## src/rtl/rb_pkg.sv

```systemverilog
package rb_pkg;
  typedef enum logic [2:0] {
    ST_IDLE  = 3'd0,
    ST_RREQ  = 3'd1,
    ST_RWAIT = 3'd2,
    ST_CHECK = 3'd3,
    ST_MARK  = 3'd4,
    ST_HEAL  = 3'd5,
    ST_DONE  = 3'd6
  } rb_state_e;
endpackage

```

## src/rtl/rb_addr_calc.sv

```systemverilog
module rb_addr_calc #(
  parameter int ADDR_W = 32,
  parameter int OFF_W  = 12
) (
  input  logic [ADDR_W-1:0] base,
  input  logic [OFF_W-1:0]  off,
  output logic [ADDR_W-1:0] addr
);
  localparam int PAD_W = ADDR_W - OFF_W;

  function automatic logic [ADDR_W-1:0] slot_addr(input logic [ADDR_W-1:0] b,
                                                  input logic [OFF_W-1:0] o);
    return b + {{PAD_W{1'b0}}, o};
  endfunction

  assign addr = slot_addr(base, off);
endmodule

```

## src/rtl/rb_tag_check.sv

```systemverilog
module rb_tag_check #(
  parameter int REF_W = 32
) (
  input  logic [REF_W-1:0] ref_in,
  input  logic             parity,
  output logic             stale,
  output logic [REF_W-1:0] ref_fixed
);
  localparam int TAG_BIT = REF_W - 1;

  function automatic logic tag_stale(input logic [REF_W-1:0] r, input logic p);
    return r[TAG_BIT] != p;
  endfunction

  function automatic logic [REF_W-1:0] tag_flip(input logic [REF_W-1:0] r);
    logic [REF_W-1:0] t;
    t = r;
    t[TAG_BIT] = ~r[TAG_BIT];
    return t;
  endfunction

  assign stale     = tag_stale(ref_in, parity);
  assign ref_fixed = tag_flip(ref_in);
endmodule

```

## src/rtl/rb_heal_seq.sv

```systemverilog
module rb_heal_seq
  import rb_pkg::*;
#(
  parameter int REF_W  = 32,
  parameter int ADDR_W = 32
) (
  input  logic              clk,
  input  logic              rst_n,
  input  logic              req_valid,
  output logic              req_ready,
  input  logic [REF_W-1:0]  req_ref,
  input  logic [ADDR_W-1:0] req_addr,
  input  logic              req_fault,
  input  logic              req_barrier,
  input  logic              mark_parity,
  input  logic              stale,
  input  logic [REF_W-1:0]  ref_fixed,
  output logic [REF_W-1:0]  cur_ref,
  output logic              op_parity,
  output logic              op_barrier,
  output logic              mbox_valid,
  input  logic              mbox_ready,
  output logic [REF_W-1:0]  mbox_data,
  output logic              rel_req_valid,
  output logic [REF_W-1:0]  rel_req_ref,
  input  logic              rel_rsp_valid,
  input  logic [REF_W-1:0]  rel_rsp_ref,
  output logic              wb_valid,
  output logic [ADDR_W-1:0] wb_addr,
  output logic [REF_W-1:0]  wb_data,
  output logic              done_valid,
  output logic [REF_W-1:0]  done_ref
);
  rb_state_e         state;
  logic [ADDR_W-1:0] op_addr;
  logic              op_moved;

  always_ff @(posedge clk) begin
    if (!rst_n) begin
      state      <= ST_IDLE;
      cur_ref    <= '0;
      op_addr    <= '0;
      op_parity  <= 1'b0;
      op_barrier <= 1'b0;
      op_moved   <= 1'b0;
    end else begin
      unique case (state)
        ST_IDLE: if (req_valid) begin
          cur_ref    <= req_ref;
          op_addr    <= req_addr;
          op_parity  <= mark_parity;
          op_barrier <= req_barrier;
          op_moved   <= 1'b0;
          state      <= req_fault ? ST_RREQ : ST_CHECK;
        end
        ST_RREQ:  state <= ST_RWAIT;
        ST_RWAIT: if (rel_rsp_valid) begin
          cur_ref  <= rel_rsp_ref;
          op_moved <= 1'b1;
          state    <= ST_CHECK;
        end
        ST_CHECK: begin
          if (op_barrier && stale)         state <= ST_MARK;
          else if (op_barrier && op_moved) state <= ST_HEAL;
          else                             state <= ST_DONE;
        end
        ST_MARK: if (mbox_ready) begin
          cur_ref <= ref_fixed;
          state   <= ST_HEAL;
        end
        ST_HEAL: state <= ST_DONE;
        ST_DONE: state <= ST_IDLE;
        default: state <= ST_IDLE;
      endcase
    end
  end

  assign req_ready     = (state == ST_IDLE);
  assign mbox_valid    = (state == ST_MARK);
  assign mbox_data     = cur_ref;
  assign rel_req_valid = (state == ST_RREQ);
  assign rel_req_ref   = cur_ref;
  assign wb_valid      = (state == ST_HEAL);
  assign wb_addr       = op_addr;
  assign wb_data       = cur_ref;
  assign done_valid    = (state == ST_DONE);
  assign done_ref      = cur_ref;
endmodule

```

## src/rtl/rb_heal_unit.sv

```systemverilog
module rb_heal_unit #(
  parameter int REF_W  = 32,
  parameter int ADDR_W = 32,
  parameter int OFF_W  = 12
) (
  input  logic              clk,
  input  logic              rst_n,
  input  logic              req_valid,
  output logic              req_ready,
  input  logic [REF_W-1:0]  req_ref,
  input  logic [ADDR_W-1:0] req_base,
  input  logic [OFF_W-1:0]  req_off,
  input  logic              req_fault,
  input  logic              req_barrier,
  input  logic              mark_parity,
  output logic              mbox_valid,
  input  logic              mbox_ready,
  output logic [REF_W-1:0]  mbox_data,
  output logic              rel_req_valid,
  output logic [REF_W-1:0]  rel_req_ref,
  input  logic              rel_rsp_valid,
  input  logic [REF_W-1:0]  rel_rsp_ref,
  output logic              wb_valid,
  output logic [ADDR_W-1:0] wb_addr,
  output logic [REF_W-1:0]  wb_data,
  output logic              done_valid,
  output logic [REF_W-1:0]  done_ref
);
  logic [ADDR_W-1:0] slot_addr;
  logic [REF_W-1:0]  cur_ref;
  logic [REF_W-1:0]  ref_fixed;
  logic              stale;
  logic              op_parity;
  logic              op_barrier;

  rb_addr_calc #(.ADDR_W(ADDR_W), .OFF_W(OFF_W)) u_addr (
    .base (req_base),
    .off  (req_off),
    .addr (slot_addr)
  );

  rb_tag_check #(.REF_W(REF_W)) u_tag (
    .ref_in    (cur_ref),
    .parity    (op_parity),
    .stale     (stale),
    .ref_fixed (ref_fixed)
  );

  rb_heal_seq #(.REF_W(REF_W), .ADDR_W(ADDR_W)) u_seq (
    .clk           (clk),
    .rst_n         (rst_n),
    .req_valid     (req_valid),
    .req_ready     (req_ready),
    .req_ref       (req_ref),
    .req_addr      (slot_addr),
    .req_fault     (req_fault),
    .req_barrier   (req_barrier),
    .mark_parity   (mark_parity),
    .stale         (stale),
    .ref_fixed     (ref_fixed),
    .cur_ref       (cur_ref),
    .op_parity     (op_parity),
    .op_barrier    (op_barrier),
    .mbox_valid    (mbox_valid),
    .mbox_ready    (mbox_ready),
    .mbox_data     (mbox_data),
    .rel_req_valid (rel_req_valid),
    .rel_req_ref   (rel_req_ref),
    .rel_rsp_valid (rel_rsp_valid),
    .rel_rsp_ref   (rel_rsp_ref),
    .wb_valid      (wb_valid),
    .wb_addr       (wb_addr),
    .wb_data       (wb_data),
    .done_valid    (done_valid),
    .done_ref      (done_ref)
  );
endmodule

```

## config.mk

```make
export PLATFORM = sky130hd
export DESIGN_NAME = rb_heal_unit
export DESIGN_NICKNAME = d
export VERILOG_FILES = /design/src/rtl/rb_pkg.sv /design/src/rtl/rb_addr_calc.sv /design/src/rtl/rb_tag_check.sv /design/src/rtl/rb_heal_seq.sv /design/src/rtl/rb_heal_unit.sv
export SDC_FILE = /design/constraint.sdc
export NUM_CORES = 1
export LEC_CHECK = 0
export BUFFER_PORTS_ARGS = -buffer_cell sky130_fd_sc_hd__buf_2
export CORE_MARGIN = 2
export CORE_UTILIZATION = 49
export CTS_CLUSTER_SIZE = 16
export DETAILED_ROUTE_END_ITERATION = 7
export PLACE_DENSITY_LB_ADDON = 0.08
export SLEW_MARGIN = 5
export SYNTH_ARGS = -nofsm -noshare
export SYNTH_HDL_FRONTEND = slang
export SYNTH_HIERARCHICAL = 1
export SYNTH_SLANG_ARGS = --single-unit
```

## constraint.sdc

```tcl
create_clock -name clk -period 3.1 [get_ports clk]
set_clock_uncertainty 0.1 [all_clocks]
set_input_delay 0.465 -clock clk [delete_from_list [all_inputs] [get_ports clk]]
set_output_delay 0.465 -clock clk [all_outputs]
set_load 0.01 [all_outputs]
```

# Word-level counts from Yosys, hierarchy flattened
# Cells that the tools add are included.
[totals]
register_bits = 70
in_bits = 116
[classes]
n_reduce_logical = 10
add_sub_neg = 1
n_eq_ne = 10
bitwise = 2
muxes = 14
[op_table]
columns = ["op", "n"]
rows = [
  ["$mux 32", 3],
  ["$pmux 32 s3", 1],
  ["$add 32x12->32", 1],
  ["$pmux 3 s6", 1],
  ["$mux 3", 4],
  ["$eq 3x3->1 const B", 3],
  ["$reduce_and 4->1", 2],
  ["$eq 3x2->1 const B", 2],
  ["$reduce_and 3->1", 2],
  ["$mux 2", 2],
  ["$ne 2x2->1 const B", 2],
  ["$eq 3x1->1 const B", 1],
  ["$logic_not 3->1", 1],
  ["$reduce_bool 3->1", 1],
  ["$logic_and 1x1->1", 2],
  ["$mux 1", 2],
  ["$ne 2x1->1 const B", 1],
  ["$not 1->1", 2],
  ["$pmux 1 s2", 1],
  ["$reduce_and 2->1", 1],
  ["$reduce_bool 2->1", 1],
  ["$ne 1x1->1", 1],
]

# Longest topological paths before layout
# Gate-level depths: netlist of the first run.
[depth]
word_depth = 4
depth_mapped = 9
mapped_depth_nobuf = 9

# By module
# The synthesis of the first run kept the hierarchy.
[modules_own_cells]
columns = ["mod", "n_inst", "area_each_um2", "cells_each"]
rows = [
  ["rb_heal_seq", 1, 5241.3, 645],
  ["rb_addr_calc", 1, 1124.8, 142],
  ["rb_tag_check", 1, 245.2, 33],
]

# Worst setup path before layout of the first run
# Ideal clock, no wire load.
[synth_timing]
kind = "input -> register"
start = "input req_base[0]"
end = "register u_seq.op_addr[22] (netlist: u_seq/wb_addr[22])"
setup_slack_ns = 0.636
n_path_buf = 0
setup_ns = 0.076
arrival_ns = 2.289
required_ns = 2.924
stages = 9
cell_sequence = "ha_1 -> fa_1 -> a21oi_1 -> o221ai_4 -> a31oi_4 -> a211oi_1 -> xnor2_1 -> nand2_1 -> a21boi_0"
[synth_via]
elab_chain_cells = 1
[synth_rtl]
columns = ["element", "line_no", "text"]
rows = [
  ["start, declared", "rb_heal_unit.sv:11", "input logic [ADDR_W-1:0] req_base,"],
  ["$add 32x12->32", "rb_addr_calc.sv:13", "return b + {{PAD_W{1'b0}}, o};"],
  ["via slot_addr[22]", "rb_heal_unit.sv:29", "logic [ADDR_W-1:0] slot_addr;"],
  ["end signal, assigned", "rb_heal_seq.sv:50", "op_addr <= req_addr;"],
  ["end, declared", "rb_heal_seq.sv:35", "logic [ADDR_W-1:0] op_addr;"],
]
# The timed path passes the listed nets, and every way through them passes these cells.
# A chain may end at the register's enable or synchronous reset.

# Worst setup path after layout of the first run
[layout_timing]
start = "register u_seq.state[0]"
end = "output req_ready"
[layout_via]
elab_chain_cells = 1
[layout_rtl]
columns = ["element", "line_no", "text"]
rows = [
  ["start, declared", "rb_heal_seq.sv:34", "rb_state_e state;"],
  ["start signal, assigned", "rb_heal_seq.sv:54", "state <= req_fault ? ST_RREQ : ST_CHECK;"],
  ["$logic_not 3->1", "rb_heal_seq.sv:78", "assign req_ready = (state == ST_IDLE);"],
  ["end, declared", "rb_heal_unit.sv:9", "output logic req_ready,"],
]
# Every way passes these cells.

==> out/qor.csv, run 1 <==
stage,metric,value,unit
timing,final max-slew violation count,0,
worst_setup_path,"setup slack, reg-to-reg",0.67,ns
grt,total grt overflow,0,
final_layout,final instance area,7181,sq um
die,io pins,281,
worst_setup_path,WS Path Type,reg2out,
synthesis,Yosys cell types,63,
route,via count,5717,
placement,GPL Wtd Cong,0.8672,
worst_setup_path,CP Capture Type,primary output,
grt,gr usage total,0.2080,
clock_tree,CTS-repair resized insts,0,
final_layout,n_diodes,0,
die,core region area,13190,sq um
timing,endpoints failing setup,0,
final_layout,Post-layout nets,1032,
power_and_ir_drop,VDD IR max,259.9,uV
timing,"Min Clock Period, post-route",2.553,ns
final_layout,most frequent cells in the layout,"280 x buf_2, 84 x nand2_1, 68 x dfxtp_1",
final_layout,fin util,0.5444,
die,Die W,120.2,um
synthesis,Post-Syn Instances,820,
worst_setup_path,Worst Reg-to-Reg Cells,5,
synthesis,"FFs w/ async S/R, synth",0,
synthesis,post-synthesis register bit count,70,
route,Routed Wire Length,15670,um
clock_tree,hold-fix buffers at CTS,0,
timing,Max Clk Rate,391.7,MHz
power_and_ir_drop,leak pwr,0.003212,uW
route,1st-iter DRT viols,192,
timing,final-report hold violation count,0,
route,Vias/cell,5.274,
flow_run,max_cap viols,0,
clock_tree,clk slew on worst S/H paths,0.06,ns
die,Die H,120.2,um
synthesis,Synth Flop Type,dfxtp_1,
min_path,HP Class,in2reg,
final_layout,"commonest non-fill, non-tap cell in the layout",buf_2,
die,# rows,42,
route,DR DRC count,0,
timing,setup ws final,0.5468,ns
placement,Detail Placement HPWL,11160,um
grt,largest net degree at the start of global routing,78,
timing,RSZ-0062 raised after global routing,no,
worst_setup_path,CP Max Fanout,70,
grt,number of global-route vias before repair,5080,
final_layout,Fill cells,1281,
clock_tree,H-tree levels,3,
timing,fin crit share,0.8236,
synthesis,Netlist Area Pre-Place,6611,sq um
power_and_ir_drop,PwrDens,675.4,nW/um^2
synthesis,Post-synth EDFFs,0,
worst_setup_path,WP data arrival,1.99,ns
route,wire length per cell,14.45,um
clock_tree,root buf cell,clkbuf_16,
clock_tree,maximum root-to-sink buffer count,2,
clock_tree,# clock sinks,70,
clock_tree,CTS tree,done,
grt,antenna violations before repair,2,
die,Die Area,14440,sq um
worst_setup_path,crit start category,register,
synthesis,synth warn,6,
clock_tree,Post-CTS Setup Bufs,0,
min_path,Hold Path Stages,3,
route,drt pass-1 iters,5,
timing,max_slew headroom,0.3831,
route,Post-DRT Antenna Nets,0,
clock_tree,Worst-Skew Late Latency,0.33,ns
worst_setup_path,critical path required time,2.53,ns
power_and_ir_drop,post-layout total power,4850,uW
placement,placed cell area,6837,sq um
timing,worst-margin pin slew,0.9254,ns
synthesis,Mapped Nets,949,
synthesis,sequential share of the synthesized area,0.2120,
die,Initial Utilization,0.5012,
final_layout,Syn-to-layout area delta,8.611,%
clock_tree,CTS Buf Count,9,
placement,dpl ws,0.2283,ns
synthesis,Post-Synthesis Mean Instance Area,8.063,sq um
final_layout,share of cells above drive strength 1,0.3767,
timing,setup_tns,0,ns
grt,first-pass GRT wire length,24710,um
placement,PortBufs,280,
status,status,finished clean,
-- sequential cells by signal (all words and copies together), names as in the netlist --
register          flops
u_seq/cur_ref        32
u_seq/wb_addr        32
u_seq/state           3
u_seq/op_barrier      1
u_seq/op_moved        1
u_seq/op_parity       1
-- worst paths after layout --
check	to	startpoint
min reg2reg	u_seq/wb_addr[4]$_SDFFE_PN0P_	u_seq/wb_addr[4]$_SDFFE_PN0P_
max reg2reg	u_seq/cur_ref[1]$_SDFFE_PN0P_	u_seq/state[2]$_SDFFE_PN0P_
min	u_seq/op_barrier$_SDFFE_PN0P_	req_barrier
max	req_ready	u_seq/state[0]$_SDFFE_PN0P_
-- area by class of cell --
cell class / instances / area, sq um / share of cell area
clock buffer: 12 / 267.8 / 0.03729
multi-input combinational: 520 / 3692 / 0.5142
clock inverter: 4 / 76.32 / 0.01063
sequential: 70 / 1406 / 0.1959
tap: 176 / 220.2 / 0.03067
timing repair buffer: 289 / 1469 / 0.2046
inverter: 13 / 48.80 / 0.006796
-- worst max-delay path: stages (launching register included) --
cell	delay (ns)
dfxtp_2	0.94
buf_4	0.45
nor3_1	0.09
buf_2	0.17
-- report_power, final --
group          switching [uW]  total (uW)  leakage [uW]  internal (uW)
logic                    1180        2250       0.00247           1060
clock network             405        1180      0.000164            777
registers                 321        1420      0.000574           1100
-- through the flow --
step                hold WS [ns]  cells
finish                    0.2841   1084
floorplan                 0.3533    820
detailed placement        0.3425   1068
global route              0.2759   1084
CTS                       0.2686   1084
global placement          0.3406   1068
-- Yosys cell counts, drive strengths merged, types with 2 or more instances --
library cell / count / area (sq um)
or3b: 32 / 280.3
buf: 174 / 1313
nand3b: 31 / 232.7
or3: 31 / 193.9
a31oi: 2 / 27.53
a32o: 31 / 310.3
nand3: 9 / 50.05
nand2b: 32 / 200.2
nor3: 5 / 30.03
o21ai: 40 / 207.7
a211oi: 13 / 110.1
ha: 12 / 150.1
nor2b: 6 / 37.54
xor2: 23 / 201.4
o31ai: 2 / 28.78
xnor2: 8 / 70.07
nand4: 5 / 52.55
nand2: 85 / 321.6
mux2i: 2 / 20.02
nor2: 11 / 53.80
inv: 12 / 45.04
a221oi: 3 / 26.28
clkbuf: 43 / 163.9
nor4: 2 / 12.51
dfxtp: 70 / 1401
a2111oi: 5 / 75.07
a21boi: 99 / 743.2
and2: 3 / 18.77
a21oi: 14 / 81.33
-- layer usage --
layer / wire length, um / track usage / up-vias
met4: 318 / 0.08529 / 4
met5: 23 / 0 / -
met2: 7590 / 0.3505 / 200
li1: - / - / 2886
met3: 1043 / 0.03707 / 27
met1: 6689 / 0.2614 / 2600
-- cells by family (layout without fill, tap and decap cells) --
kind of cell,after synthesis,count (layout),share of synthesized area
buffers and inverters,230,318,0.2307
xor gates and xnor gates,31,31,0.04107
and+or+nand+nor,257,257,0.2305
AOI/OAI and AO/OA,216,216,0.2553
DFF,70,70,0.2120
adders and majority gates,13,13,0.02574
muxes,3,3,0.004731
No activity file was read; power rests on OpenSTA's default activity.
==> run 2, diff against run 1 <==
==> constraint.sdc (replaced) <==
create_clock -name clk -period 2.4 [get_ports clk]
set_clock_uncertainty 0.1 [all_clocks]
set_input_delay 0.36 -clock clk [delete_from_list [all_inputs] [get_ports clk]]
set_output_delay 0.36 -clock clk [all_outputs]
set_load 0.01 [all_outputs]
==> run 2 against run 1 <==
Combinational power grew 42%. Clock power grew 8%. First-iteration DRC count shrank 4.7%. Sequential cell count is the same. Cell count grew 2.2%. Hold slack lost 0.11 ns. Routed wire length grew 2.2%. Sequential share of layout area shrank 0.50 points. Register-to-register slack lost 0.41 ns. Core utilization grew 1.5 points. Sequential power grew 20%. Via count grew 2.7%. Highest routed layer unchanged.
==> out/qor.csv, run 2 (synthesis results as in run 1) <==
stage,metric,value,unit,change
clock_tree,CTS Buf Count,9,,unchanged
flow_run,max_cap viols,0,,unchanged
worst_setup_path,CP Max Fanout,71,,+1.4%
timing,RSZ-0062 raised after global routing,no,,
timing,worst-margin pin slew,0.5302,ns,-0.3952 ns
route,Routed Wire Length,16000,um,+2.2%
timing,Max Clk Rate,464.2,MHz,
final_layout,fin util,0.5596,,+0.01518
die,core region area,13190,sq um,unchanged
min_path,HP Class,in2reg,,
final_layout,most frequent cells in the layout,"280 x buf_2, 84 x nand2_1, 68 x dfxtp_1",,
die,# rows,42,,unchanged
die,Initial Utilization,0.5012,,unchanged
power_and_ir_drop,PwrDens,837.7,nW/um^2,+24%
route,drt pass-1 iters,5,,unchanged
die,io pins,281,,unchanged
placement,Detail Placement HPWL,11750,um,+5.3%
final_layout,area of the multi-input gates,3692,sq um,unchanged
route,Post-DRT Antenna Nets,0,,unchanged
timing,endpoints failing setup,0,,unchanged
die,Die W,120.2,um,unchanged
grt,gr usage total,0.2151,,+0.007060
final_layout,area occupied by registers,1409,sq um,+0.18%
timing,final hold slack,0.1706,ns,-0.1135 ns
grt,first-pass GRT wire length,25590,um,+3.5%
clock_tree,hold-fix buffers at CTS,0,,unchanged
grt,antenna violations before repair,2,,unchanged
final_layout,"commonest non-fill, non-tap cell in the layout",buf_2,,
grt,total grt overflow,0,,unchanged
timing,final max-slew violation count,0,,unchanged
die,Die H,120.2,um,unchanged
worst_setup_path,critical path required time,1.94,ns,-0.59 ns
final_layout,Syn-to-layout area delta,11.64,%,
die,Die Area,14440,sq um,unchanged
worst_setup_path,WS Path Type,reg2out,,
power_and_ir_drop,VDD IR max,278.9,uV,+7.3%
route,Vias/cell,5.297,,+0.44%
clock_tree,root buf cell,clkbuf_16,,
power_and_ir_drop,leak pwr,0.003325,uW,+3.5%
clock_tree,# clock sinks,70,,unchanged
worst_setup_path,Crit path largest cell delay,0.49,ns,-0.45 ns
timing,final-report hold violation count,0,,unchanged
worst_setup_path,CP Capture Type,primary output,,
placement,Cells after DPL,1092,,+2.2%
clock_tree,clk slew on worst S/H paths,0.06,ns,about the same
route,1st-iter DRT viols,183,,-4.7%
clock_tree,Worst-Skew Late Latency,0.34,ns,about the same
worst_setup_path,"slowest stage cell, crit path",dfxtp_4,,
route,DR DRC count,0,,unchanged
worst_setup_path,crit start category,register,,
route,via count,5869,,+2.7%
timing,max_slew headroom,0.6465,,+0.2635
timing,fin crit share,0.8976,,
clock_tree,CTS tree,done,,
final_layout,Post-layout nets,1056,,+2.3%
placement,PortBufs,280,,unchanged
clock_tree,maximum root-to-sink buffer count,2,,unchanged
status,status,finished clean,,
final_layout,Fill cells,1270,,-0.86%
final_layout,"non-filler cells, final",1108,,+2.2%
timing,"Min Clock Period, post-route",2.154,ns,
route,wire length per cell,14.44,um,about the same
grt,largest net degree at the start of global routing,75,,-3.8%
worst_setup_path,WP data arrival,1.69,ns,-0.30 ns
final_layout,n_diodes,0,,unchanged
placement,GPL Wtd Cong,0.8553,,-1.4%
final_layout,share of cells above drive strength 1,0.3927,,+0.01605
clock_tree,H-tree levels,3,,unchanged
grt,number of global-route vias before repair,5385,,+6.0%
worst_setup_path,crit-path cells,"buf_12, nor2b_1, and2_1, buf_2",,
==> run 2: repair_timing <==
item	in CTS	in global routing
buffers inserted	0	0
gates resized for setup	0	1
setup endpoints to repair	0	1
==> run 2: layer usage <==
layer  routed length [um]  share of wire  global-route usage  vias up
li1                     -              -                   -     2936
met3                  966          0.060             0.03802       19
met5                   35         0.0022                   0        -
met2                 7796           0.49              0.3739      194
met1                 6985           0.44              0.2635     2716
met4                  219          0.014             0.08162        4
==> run 2: cell type report <==
type                    count  area share
multi-input cells         520      0.5003
repair buffers            313      0.2336
flip-flops and latches     70      0.1909
clock buffers              12     0.03475
well taps                 176     0.02984
inverters                  13    0.006611
clock inverters             4    0.004068
==> run 2: path summary, 6_finish.rpt <==
check,from,slack [ns],to,cells after the start
setup reg to reg,u_seq/state[1]$_SDFFE_PN0P_,0.26,u_seq/cur_ref[1]$_SDFFE_PN0P_,6
hold reg to reg,u_seq/wb_addr[5]$_SDFFE_PN0P_,0.35,u_seq/wb_addr[5]$_SDFFE_PN0P_,2
hold / removal,mark_parity,0.17,u_seq/op_parity$_SDFFE_PN0P_,3
setup / recovery,u_seq/state[0]$_SDFFE_PN0P_,0.25,rel_req_valid,4
==> run 2: through the flow <==
step           instance area (sq um)  setup WS, ns  TNS (ns)  total power (uW)
2_1_floorplan                   6611       0.04065         0              4690
3_3_place_gp                    7092      -0.04973  -0.06749              4875
3_5_place_dp                    7092      -0.08291   -0.3897              4950
4_1_cts                         7378       0.07009         0              6266
5_1_grt                         7381       0.03143         0              6675
6_report                        7381        0.2458         0              6183
==> run 2: where the power goes <==
group	switching (uW)	internal, uW	total [uW]
Clock	516	759	1270
Combinational	1700	1490	3190
Sequential	289	1420	1710
Total	2510	3680	6180
==> run 2: critical path: cells and delay by family (launching register included) <==
kind / cells / cell delay [ns]
buf+inv: 2 / 0.39
simple gates: 2 / 0.46
flops: 1 / 0.49
==> run 3, diff against run 2 <==
--- a/config.mk
+++ b/config.mk
@@ -11,6 +11,8 @@
 export CTS_CLUSTER_SIZE = 16
 export DETAILED_ROUTE_END_ITERATION = 7
 export PLACE_DENSITY_LB_ADDON = 0.08
+export RECOVER_POWER = 100
+export REMOVE_ABC_BUFFERS = 1
 export SLEW_MARGIN = 5
 export SYNTH_ARGS = -nofsm -noshare
 export SYNTH_HDL_FRONTEND = slang
==> run 3 against run 2 <==
Routed wire length up 3.8%. Die area stayed put. Cell count is 0.63% lower. Largest cell class unchanged. Cell area shrank 3.1%. Core utilization is 1.7 points lower. Register-to-register slack about the same. Maximum frequency is 1.5% lower.
==> out/qor.csv, run 3 (synthesis results as in run 1) <==
stage,metric,value,unit,change
final_layout,Syn-to-layout area delta,8.195,%,
die,io pins,281,,unchanged
placement,Cells after DPL,1085,,-0.64%
clock_tree,hold-fix buffers at CTS,0,,unchanged
grt,largest net degree at the start of global routing,63,,-16%
clock_tree,H-tree levels,3,,unchanged
worst_setup_path,WS Path Type,in2reg,,
timing,"Min Clock Period, post-route",2.187,ns,+0.03311 ns
die,Die H,120.2,um,unchanged
route,drt pass-1 iters,4,,-1
placement,Detail Placement HPWL,11790,um,+0.38%
worst_setup_path,RR Startpoint,u_seq/state[0]$_SDFFE_PN0P_,,
final_layout,share of cells above drive strength 1,0.2108,,-0.1819
worst_setup_path,CP Max Fanout,10,,-86%
route,via count,5907,,+0.65%
min_path,Hold Path Stages,3,,unchanged
flow_run,max_cap viols,0,,unchanged
grt,total grt overflow,0,,unchanged
placement,placed cell area,7052,sq um,-0.56%
timing,max_slew headroom,0.5304,,-0.1161
clock_tree,CTS Buf Count,9,,unchanged
final_layout,Post-layout nets,1049,,-0.66%
route,1st-iter DRT viols,290,,+58%
power_and_ir_drop,leak pwr,0.002624,uW,-21%
clock_tree,Post-CTS Setup Bufs,0,,unchanged
clock_tree,# clock sinks,70,,unchanged
worst_setup_path,"slowest stage cell, crit path",fa_1,,
worst_setup_path,crit start category,input pin,,
final_layout,"non-filler cells, final",1101,,-0.63%
final_layout,"commonest non-fill, non-tap cell in the layout",clkbuf_1,,
clock_tree,clk slew on worst S/H paths,0.06,ns,about the same
worst_setup_path,capturing point of the worst reg2reg path,u_seq/cur_ref[30]$_SDFFE_PN0P_,,
clock_tree,CTS-repair resized insts,0,,unchanged
timing,Max Clk Rate,457.2,MHz,-1.5%
worst_setup_path,crit-path cells,"buf_2, ha_1, fa_1, a21oi_1, buf_4, o221ai_4, a31oi_4, buf_12, a2111oi_2, xor2_1, nand2_1, a21boi_0",,
grt,gr usage total,0.2183,,+0.003223
timing,final-report hold violation count,0,,unchanged
timing,worst-margin pin slew,0.7043,ns,+0.1741 ns
route,wire length per cell,15.09,um,+4.5%
power_and_ir_drop,PwrDens,866.4,nW/um^2,+3.4%
min_path,hold_sp,mark_parity,,
route,Vias/cell,5.365,,+1.3%
die,core region area,13190,sq um,unchanged
clock_tree,Worst-Skew Late Latency,0.33,ns,about the same
route,DR DRC count,0,,unchanged
die,Initial Utilization,0.5012,,unchanged
timing,fin crit share,0.9114,,+0.01379
status,status,finished clean,,
final_layout,Fill cells,1367,,+7.6%
clock_tree,root buf cell,clkbuf_16,,
timing,endpoints failing setup,0,,unchanged
clock_tree,CTS tree,done,,
placement,PortBufs,280,,unchanged
placement,GPL Wtd Cong,0.8218,,-3.9%
power_and_ir_drop,post-layout total power,6197,uW,+0.23%
worst_setup_path,Worst Reg-to-Reg Cells,5,,-1
final_layout,n_diodes,0,,unchanged
min_path,end of the worst hold path,u_seq/op_parity$_SDFFE_PN0P_,,
timing,RSZ-0062 raised after global routing,no,,
worst_setup_path,"setup slack, reg-to-reg",0.25,ns,about the same
die,Die W,120.2,um,unchanged
timing,final max-slew violation count,0,,unchanged
worst_setup_path,critical path required time,2.56,ns,+0.62 ns
die,# rows,42,,unchanged
final_layout,most frequent cells in the layout,"164 x clkbuf_1, 117 x buf_2, 89 x a21boi_0",,
route,Routed Wire Length,16620,um,+3.8%
final_layout,fin util,0.5423,,-0.01726
min_path,HP Class,in2reg,,
grt,first-pass GRT wire length,25700,um,+0.43%
clock_tree,maximum root-to-sink buffer count,2,,unchanged
worst_setup_path,CP Capture Type,register,,
final_layout,final instance area,7153,sq um,-3.1%
grt,number of global-route vias before repair,5343,,-0.78%
grt,antenna violations before repair,0,,-2
die,Die Area,14440,sq um,unchanged
worst_setup_path,WP data arrival,2.34,ns,+0.65 ns
power_and_ir_drop,VDD IR max,320.2,uV,+15%
worst_setup_path,Crit path largest cell delay,0.38,ns,-0.11 ns
route,Post-DRT Antenna Nets,0,,unchanged
[run 3: changes by cell type in the layout (fill, tap and decap cells not counted), sizes merged]
cell    previous run  this run
buf              313       140
clkinv             2         3
bufinv             0         2
inv               13        12
clkbuf            12       176
[run 3: worst max-delay path by stage]
stage / startpoint / to / slack, ns
finish: req_base[0] / u_seq/wb_addr[20]$_SDFFE_PN0P_ / 0.21
global route: req_base[0] / u_seq/wb_addr[30]$_SDFFE_PN0P_ / 0.05
CTS: u_seq/state[2]$_SDFFE_PN0P_ / done_valid / 0.22
detailed placement: req_base[0] / u_seq/wb_addr[26]$_SDFFE_PN0P_ / -0.11
global placement: req_base[0] / u_seq/wb_addr[22]$_SDFFE_PN0P_ / -0.08
floorplan: u_seq/state[1]$_SDFFE_PN0P_ / u_seq/cur_ref[27]$_SDFFE_PN0P_ / -1.62
[run 3: layout make-up]
cell class              instances  area, sq um  area share
clock buffers                  10        239.0     0.03341
clock inverters                 6        85.08     0.01189
inverters                      13        48.80    0.006822
multi-input cells             520         3680      0.5144
flip-flops and latches         70         1406      0.1966
well taps                     176        220.2     0.03079
repair buffers                306         1474      0.2061
[run 3: critical path, delay by kind of cell]
family / cells / cell delay, ns
buffers and inverters: 3 / 0.39
xor gates and xnor gates: 1 / 0.15
and+or+nand+nor: 1 / 0.06
AOI/OAI and AO/OA: 5 / 0.77
adders and majority gates: 2 / 0.60
[run 3: metrics by stage]
| step | TNS [ns] | setup WS (ns) | hold slack [ns] |
|---|---|---|---|
| after floorplan | -94.66 | -1.620 | 0.3533 |
| after global placement | -0.2349 | -0.08294 | 0.3398 |
| after detailed placement | -0.5190 | -0.1130 | 0.3457 |
| after CTS | 0 | 0.2216 | 0.1749 |
| after global routing | 0 | 0.05034 | 0.2099 |
| final | 0 | 0.2127 | 0.1873 |
[run 3: metal layers]
metal,global-route usage,vias up,wire length [um]
met5,0,-,0
met3,0.03802,33,1044
met1,0.2579,2753,7037
li1,-,2921,-
met4,0.1000,0,479
met2,0.3832,200,8057
[run 3: report_power, final]
group / internal, uW / switching (uW) / total [uW] / leakage (uW)
Sequential: 1420 / 355 / 1780 / 0.000574
Combinational: 1300 / 1680 / 2970 / 0.00190
Clock: 934 / 515 / 1450 / 0.000154
